`src/rtl/sram_ctrl_pkg.sv`:
```
package sram_ctrl_pkg;

    typedef enum logic [2:0] {
        ST_IDLE,
        ST_READ_WAIT,
        ST_SAMPLE,
        ST_TURNAROUND,
        ST_WR_SETUP,
        ST_WR_PULSE,
        ST_WR_RECOVER
    } sram_state_e;

    // Clocks needed to cover a duration, never fewer than one.
    function automatic int unsigned clk_count(input int unsigned dur_ns,
                                              input int unsigned per_ns);
        int unsigned c;
        c = (dur_ns + per_ns - 1) / per_ns;
        return (c == 0) ? 1 : c;
    endfunction

    function automatic int unsigned umax(input int unsigned a, input int unsigned b);
        return (a > b) ? a : b;
    endfunction

endpackage

```
`src/rtl/sram_phase_timer.sv`:
```
module sram_phase_timer #(
    parameter int CNT_W = 4
) (
    input  logic             clk,
    input  logic             rst_n,
    input  logic             load,
    input  logic [CNT_W-1:0] load_val,
    output logic             expired
);
    logic [CNT_W-1:0] cnt_q;

    always_ff @(posedge clk or negedge rst_n) begin
        if (!rst_n) begin
            cnt_q <= '0;
        end else if (load) begin
            cnt_q <= load_val;
        end else if (cnt_q != '0) begin
            cnt_q <= cnt_q - 1'b1;
        end
    end

    assign expired = (cnt_q == '0);
endmodule

```
`src/rtl/sram_req_hold.sv`:
```
module sram_req_hold #(
    parameter int ADDR_W = 15,
    parameter int DATA_W = 8
) (
    input  logic              clk,
    input  logic              rst_n,
    input  logic              capture,
    input  logic [ADDR_W-1:0] addr_in,
    input  logic [DATA_W-1:0] data_in,
    output logic [ADDR_W-1:0] addr_q,
    output logic [DATA_W-1:0] data_q
);
    always_ff @(posedge clk or negedge rst_n) begin
        if (!rst_n) begin
            addr_q <= '0;
            data_q <= '0;
        end else if (capture) begin
            addr_q <= addr_in;
            data_q <= data_in;
        end
    end
endmodule

```
`src/rtl/sram_rd_capture.sv`:
```
module sram_rd_capture #(
    parameter int DATA_W = 8
) (
    input  logic              clk,
    input  logic              rst_n,
    input  logic              sample,
    input  logic [DATA_W-1:0] bus_in,
    output logic              valid_q,
    output logic [DATA_W-1:0] data_q
);
    always_ff @(posedge clk or negedge rst_n) begin
        if (!rst_n) begin
            valid_q <= 1'b0;
            data_q  <= '0;
        end else begin
            valid_q <= sample;
            if (sample) begin
                data_q <= bus_in;
            end
        end
    end
endmodule

```
`src/rtl/sram_async_ctrl.sv`:
```
module sram_async_ctrl
    import sram_ctrl_pkg::*;
#(
    parameter int ADDR_W          = 15,
    parameter int DATA_W          = 8,
    parameter int CLK_NS          = 4,
    parameter int T_ADDR_ACC_NS   = 10,
    parameter int T_OE_ACC_NS     = 5,
    parameter int T_WR_CYCLE_NS   = 10,
    parameter int T_WE_WIDTH_NS   = 8,
    parameter int T_DATA_SETUP_NS = 6,
    parameter int T_RELEASE_NS    = 5
) (
    input  logic              clk,
    input  logic              rst_n,
    input  logic              req_valid,
    output logic              req_ready,
    input  logic              req_write,
    input  logic [ADDR_W-1:0] req_addr,
    input  logic [DATA_W-1:0] req_wdata,
    output logic              rsp_valid,
    output logic [DATA_W-1:0] rsp_rdata,
    output logic [ADDR_W-1:0] mem_addr,
    output logic [DATA_W-1:0] mem_dq_o,
    input  logic [DATA_W-1:0] mem_dq_i,
    output logic              mem_dq_oe,
    output logic              mem_ce_n,
    output logic              mem_oe_n,
    output logic              mem_we_n
);
    // phase lengths in clocks
    localparam int unsigned RD_CLKS = umax(clk_count(T_ADDR_ACC_NS, CLK_NS),
                                           clk_count(T_OE_ACC_NS, CLK_NS));
    localparam int unsigned WC_CLKS = clk_count(T_WR_CYCLE_NS, CLK_NS);
    localparam int unsigned WC_REST = (WC_CLKS > 2) ? WC_CLKS - 2 : 1;
    localparam int unsigned WR_CLKS = umax(umax(clk_count(T_WE_WIDTH_NS, CLK_NS),
                                                clk_count(T_DATA_SETUP_NS, CLK_NS)),
                                           WC_REST);
    localparam int unsigned TA_CLKS = clk_count(T_RELEASE_NS, CLK_NS);
    localparam int unsigned MAX_CLKS = umax(umax(RD_CLKS, WR_CLKS), TA_CLKS);
    localparam int CNT_W = (MAX_CLKS < 2) ? 1 : $clog2(MAX_CLKS);

    sram_state_e      st_q, st_d;
    logic             timer_load;
    logic [CNT_W-1:0] timer_val;
    logic             timer_done;
    logic             accept;
    logic             sample;

    // State register
    always_ff @(posedge clk or negedge rst_n) begin
        if (!rst_n) begin
            st_q <= ST_IDLE;
        end else begin
            st_q <= st_d;
        end
    end

    // Next-state and timer reload
    always_comb begin
        st_d = st_q;
        unique case (st_q)
            ST_IDLE:       if (req_valid) st_d = req_write ? ST_WR_SETUP : ST_READ_WAIT;
            ST_READ_WAIT:  if (timer_done) st_d = ST_SAMPLE;
            ST_SAMPLE:     st_d = ST_TURNAROUND;
            ST_TURNAROUND: if (timer_done) st_d = ST_IDLE;
            ST_WR_SETUP:   st_d = ST_WR_PULSE;
            ST_WR_PULSE:   if (timer_done) st_d = ST_WR_RECOVER;
            ST_WR_RECOVER: st_d = ST_IDLE;
            default:       st_d = ST_IDLE;
        endcase
        timer_load = (st_d != st_q);
        unique case (st_d)
            ST_READ_WAIT:  timer_val = CNT_W'(RD_CLKS - 1);
            ST_TURNAROUND: timer_val = CNT_W'(TA_CLKS - 1);
            ST_WR_PULSE:   timer_val = CNT_W'(WR_CLKS - 1);
            default:       timer_val = '0;
        endcase
    end

    // Outputs decoded from the state register
    always_comb begin
        mem_ce_n  = 1'b1;
        mem_oe_n  = 1'b1;
        mem_we_n  = 1'b1;
        mem_dq_oe = 1'b0;
        req_ready = 1'b0;
        sample    = 1'b0;
        unique case (st_q)
            ST_IDLE:       req_ready = 1'b1;
            ST_READ_WAIT:  begin mem_ce_n = 1'b0; mem_oe_n = 1'b0; end
            ST_SAMPLE:     begin mem_ce_n = 1'b0; mem_oe_n = 1'b0; sample = 1'b1; end
            ST_TURNAROUND: ;
            ST_WR_SETUP:   begin mem_ce_n = 1'b0; mem_dq_oe = 1'b1; end
            ST_WR_PULSE:   begin mem_ce_n = 1'b0; mem_we_n = 1'b0; mem_dq_oe = 1'b1; end
            ST_WR_RECOVER: begin mem_ce_n = 1'b0; mem_dq_oe = 1'b1; end
            default:       ;
        endcase
    end

    assign accept = req_valid && req_ready;

    sram_phase_timer #(.CNT_W(CNT_W)) u_timer (
        .clk      (clk),
        .rst_n    (rst_n),
        .load     (timer_load),
        .load_val (timer_val),
        .expired  (timer_done)
    );

    sram_req_hold #(.ADDR_W(ADDR_W), .DATA_W(DATA_W)) u_hold (
        .clk     (clk),
        .rst_n   (rst_n),
        .capture (accept),
        .addr_in (req_addr),
        .data_in (req_wdata),
        .addr_q  (mem_addr),
        .data_q  (mem_dq_o)
    );

    sram_rd_capture #(.DATA_W(DATA_W)) u_rd (
        .clk     (clk),
        .rst_n   (rst_n),
        .sample  (sample),
        .bus_in  (mem_dq_i),
        .valid_q (rsp_valid),
        .data_q  (rsp_rdata)
    );
endmodule

```
`config.mk`:
```
export PLATFORM = sky130hd
export DESIGN_NAME = sram_async_ctrl
export DESIGN_NICKNAME = d
export VERILOG_FILES = /design/src/rtl/sram_ctrl_pkg.sv /design/src/rtl/sram_phase_timer.sv /design/src/rtl/sram_req_hold.sv /design/src/rtl/sram_rd_capture.sv /design/src/rtl/sram_async_ctrl.sv
export SDC_FILE = /design/constraint.sdc
export NUM_CORES = 1
export LEC_CHECK = 0
export BUFFER_PORTS_ARGS = -buffer_cell sky130_fd_sc_hd__buf_2
export CORE_ASPECT_RATIO = 1.2
export CORE_UTILIZATION = 35
export CTS_CLUSTER_SIZE = 16
export DETAILED_ROUTE_END_ITERATION = 12
export HOLD_SLACK_MARGIN = 0.05
export PLACE_DENSITY = 0.66
export SETUP_SLACK_MARGIN = 0.02
export SYNTH_ARGS = -nofsm -noshare
export SYNTH_HDL_FRONTEND = slang
export SYNTH_SLANG_ARGS = --single-unit
```
`constraint.sdc`:
```
create_clock -name clk -period 2.51 [get_ports clk]
set_input_delay 0.1255 -clock clk [delete_from_list [all_inputs] [get_ports clk]]
set_output_delay 0.1255 -clock clk [all_outputs]
set_load 0.005 [all_outputs]
```
==> key figures <==
Detailed routing
  – Vias: 1062
  – Routed WL: 3010 um
  – WL met3: 140 um
  – Iter 0 DRT Violations: 25
  – Vias/cell: 4.46
  – Highest layer used for signal routing: met4
  – Drt first pass iters: 4
  – M1 WL: 1280 um
  – Met2 Wirelength: 1520 um
  – Detail Route Antenna Nets: 0
  – DRC errors left: 0
  – WL/cell: 12.6 um

Critical path
  – Setup CP Type: register to register
  – Critical-path top delay cell: dfrtp_1
  – Arrival @ worst endpoint: 2.00 ns
  – Critical path cell sequence: nor3_4, and2_1, buf_4, mux2_2
  – Worst EP required: 2.68 ns
  – Crit path largest cell delay: 0.50 ns
  – FF-to-FF path depth: 4
  – CP Launch Type: register
  – Setup crit end kind: register
  – FF-to-FF setup slack: 0.68 ns
  – Worst-path maximum fanout: 23

Clocking
  – Deepest clock path buffer count: 2
  – Hold buffers post-CTS: 1
  – CTS tree: built
  – CTS Buf Count: 5
  – Clk slew on worst S/H paths: 0.07 ns
  – Post-CTS sizing: 0
  – Root Driver: clkbuf_8
  – Worst skew pair latency: 0.28 ns
  – Setup Buffers After CTS: 0
  – H-tree depth: 2
  – CTS Sinks: 37

Floorplanning
  – Die area: 4940 um2
  – Initial Util: 0.375
  – Die W: 64.4 um
  – Core area: 4360 um2
  – Die Height: 76.8 um
  – Boundary pin count: 72
  – Number of cell rows: 26

Yosys
  – Avg Cell Area, Syn: 15.3 um2
  – Syn Inst Count: 107
  – Yosys reg bits: 37
  – Post-Synth Adder-Cell Area: 0.00766
  – Yosys top cell by area: dfrtp_1
  – Post-synthesis xor/xnor area fraction: 0.0107
  – Combinational family with the most area after synthesis: multiplexers
  – Sequential cell area fraction in the yosys report: 0.567
  – Area share of the largest cell type after synthesis: 0.567
  – Synth Cell Area: 1630 um2
  – Compound-Gate Fraction of Synth Area: 0.0368
  – Simple-Gate Fraction of Synth Area: 0.0659
  – Ranking of synthesized cells by area: dfrtp_1 57%, mux2_4 18%, mux2_2 7.6%
  – Cell with the most instances after synthesis: dfrtp_1
  – Most instantiated cells after synthesis: 37 x dfrtp_1, 20 x mux2_4, 11 x mux2_2, 5 x o21ai_0
  – Mapped Nets: 143
  – Dominant synthesized flop cell: dfrtp_1
  – Syn. warnings: 0
  – Multiplexer share of the synthesized area: 0.260
  – Synth async-reset ratio: 1.00
  – EDFF count, synth: 0
  – Unique masters post-synth: 24

Timing
  – Setup_tns: 0 ns
  – Crit path time final: 1.83 ns
  – Final period util: 0.729
  – RSZ-0062 raised after global routing: false
  – Final slew viol count: 0
  – Clk_skew: 0.00611 ns
  – Final setup margin: 0.680 ns
  – Max transition margin: 0.463
  – Setup Viol. Count Final: 0
  – Peak Freq: 546 MHz
  – Worst-Margin Slew: 0.805 ns
  – Final Hold Fails: 0

Layout
  – Area of the multi-input gates: 622 um2
  – Area Overhead vs Synth: 30.0%
  – Fillers: 412
  – Number of inserted diodes: 0
  – Final Net Count: 217
  – Register area: 926 um2
  – Layout cell share with drive strength beyond 1: 0.626
  – Design Area, Final: 2120 um2

Pwr
  – Pint: 0.00195 W
  – Power Density: 1300 nW/um2
  – Clock Power Share: 0.188
  – Switching share of power: 0.295
  – Switch Pwr: 0.000813 W
  – Maximum VDD drop: 0.648 mV
  – Leakage power: 1.07 nW
  – Logic pwr share: 0.412
  – Sequential power share: 0.401

Worst hold path
  – Hold Crit Class: input pin to register
  – Hold Path Stages: 2

GRT
  – Initial antenna violation count: 0
  – GRT Overall Usage: 0.134
  – Vias in the first global route: 1069
  – GRT Residual Overflow: 0
  – Largest net degree at the start of global routing: 38
  – First-pass GRT wire length: 5090 um

Placement
  – Post-DP HPWL: 2220 um
  – Pre-CTS setup slack: 0.669 ns
  – Port Buffer Count: 71
  – Gp weighted congestion: 0.738
  – Placed instance area: 2000 um2

Job
  – Max cap viols: 0

Outcome
  – Outcome: finished, final reports clean
-- sequential cells by signal, indices dropped and copies added, names as in the netlist --
| signal | count |
|---|---|
| u_rd.data_q | 8 |
| st_q | 3 |
| u_rd.valid_q | 1 |
| u_hold.data_q | 8 |
| u_timer.cnt_q | 2 |
| u_hold.addr_q | 15 |
-- logic make-up (layout without fill, tap and decap cells) --
family | after synthesis | after routing
adders and majority gates | 1 | 1
buffers and inverters | 9 | 84
muxes | 31 | 31
xor gates and xnor gates | 2 | 2
AOI/OAI and AO/OA | 10 | 10
and+or+nand+nor | 17 | 17
DFF | 37 | 37
-- per-stage QoR --
stage	power, W	hold slack (ns)	instances	util
after floorplan	0.00189	-0.170	107	-
after CTS	0.00281	0.0580	238	0.487
final	0.00276	0.0725	238	0.487
after global placement	0.00225	0.271	229	0.458
after global routing	0.00299	0.0529	238	0.487
after detailed placement	0.00227	0.273	229	0.458
-- layout make-up --
type                            count  share of cell area
Timing Repair Buffer               74               0.179
Inverter                            2             0.00354
Multi-Input combinational cell     61               0.293
Tap cell                           56              0.0330
Sequential cell                    37               0.436
Clock inverter                      1              0.0142
Clock buffer                        7              0.0407
-- per-layer routing --
layer  up-vias  GRT usage
li1        513          -
met1       511      0.157
met2        31      0.221
met3         7     0.0402
met4         0     0.0644
met5         -          0
-- path summary, 6_finish.rpt --
path / end / startpoint
worst max register to register: u_hold.addr_q[1] / st_q[0]
min in group asynchronous: u_hold.addr_q[7] / rst_n
worst min register to register: u_rd.data_q[6] / u_rd.data_q[6]
worst min-delay path: u_hold.data_q[6] / req_wdata[6]
max in group asynchronous: u_rd.data_q[4] / rst_n
worst max-delay path: u_hold.addr_q[1] / st_q[0]
-- cell usage in the layout (no fill, tap or decap) --
master / netlist / final
a21oi_1: 2 / 2
nor3_4: 1 / 1
nand2b_1: 2 / 2
dlygate4sd3_1: 0 / 1
bufinv_16: 0 / 1
and2b_2: 1 / 1
and3_1: 1 / 1
inv_1: 2 / 2
a21o_2: 1 / 1
nor3b_1: 1 / 1
a21boi_0: 1 / 1
clkbuf_1: 0 / 1
dfrtp_1: 37 / 37
a32oi_1: 1 / 1
nor2b_1: 1 / 1
nor2_1: 3 / 3
ha_1: 1 / 1
mux2_2: 11 / 11
xor2_1: 2 / 2
buf_4: 0 / 2
clkbuf_8: 0 / 6
o21ai_0: 5 / 5
buf_2: 3 / 71
and2_1: 2 / 2
nand3b_1: 2 / 2
mux2_4: 20 / 20
nand2_1: 3 / 3
-- power by group through the flow --
stage	Sequential [W]	Combinational, W	Clock, W
after floorplan	0.00108	0.000810	0
final	0.00111	0.00114	0.000518
after global placement	0.00112	0.00114	0
after global routing	0.00116	0.00126	0.000569
after CTS	0.00111	0.00116	0.000537
after detailed placement	0.00112	0.00115	0
-- worst max-delay path: cells and delay by family, from the launching register on --
kind	cells	cell delay [ns]
buffers and inverters	1	0.36
DFF	1	0.50
muxes	1	0.38
and+or+nand+nor	2	0.47
(Power assumes the default switching activity.)
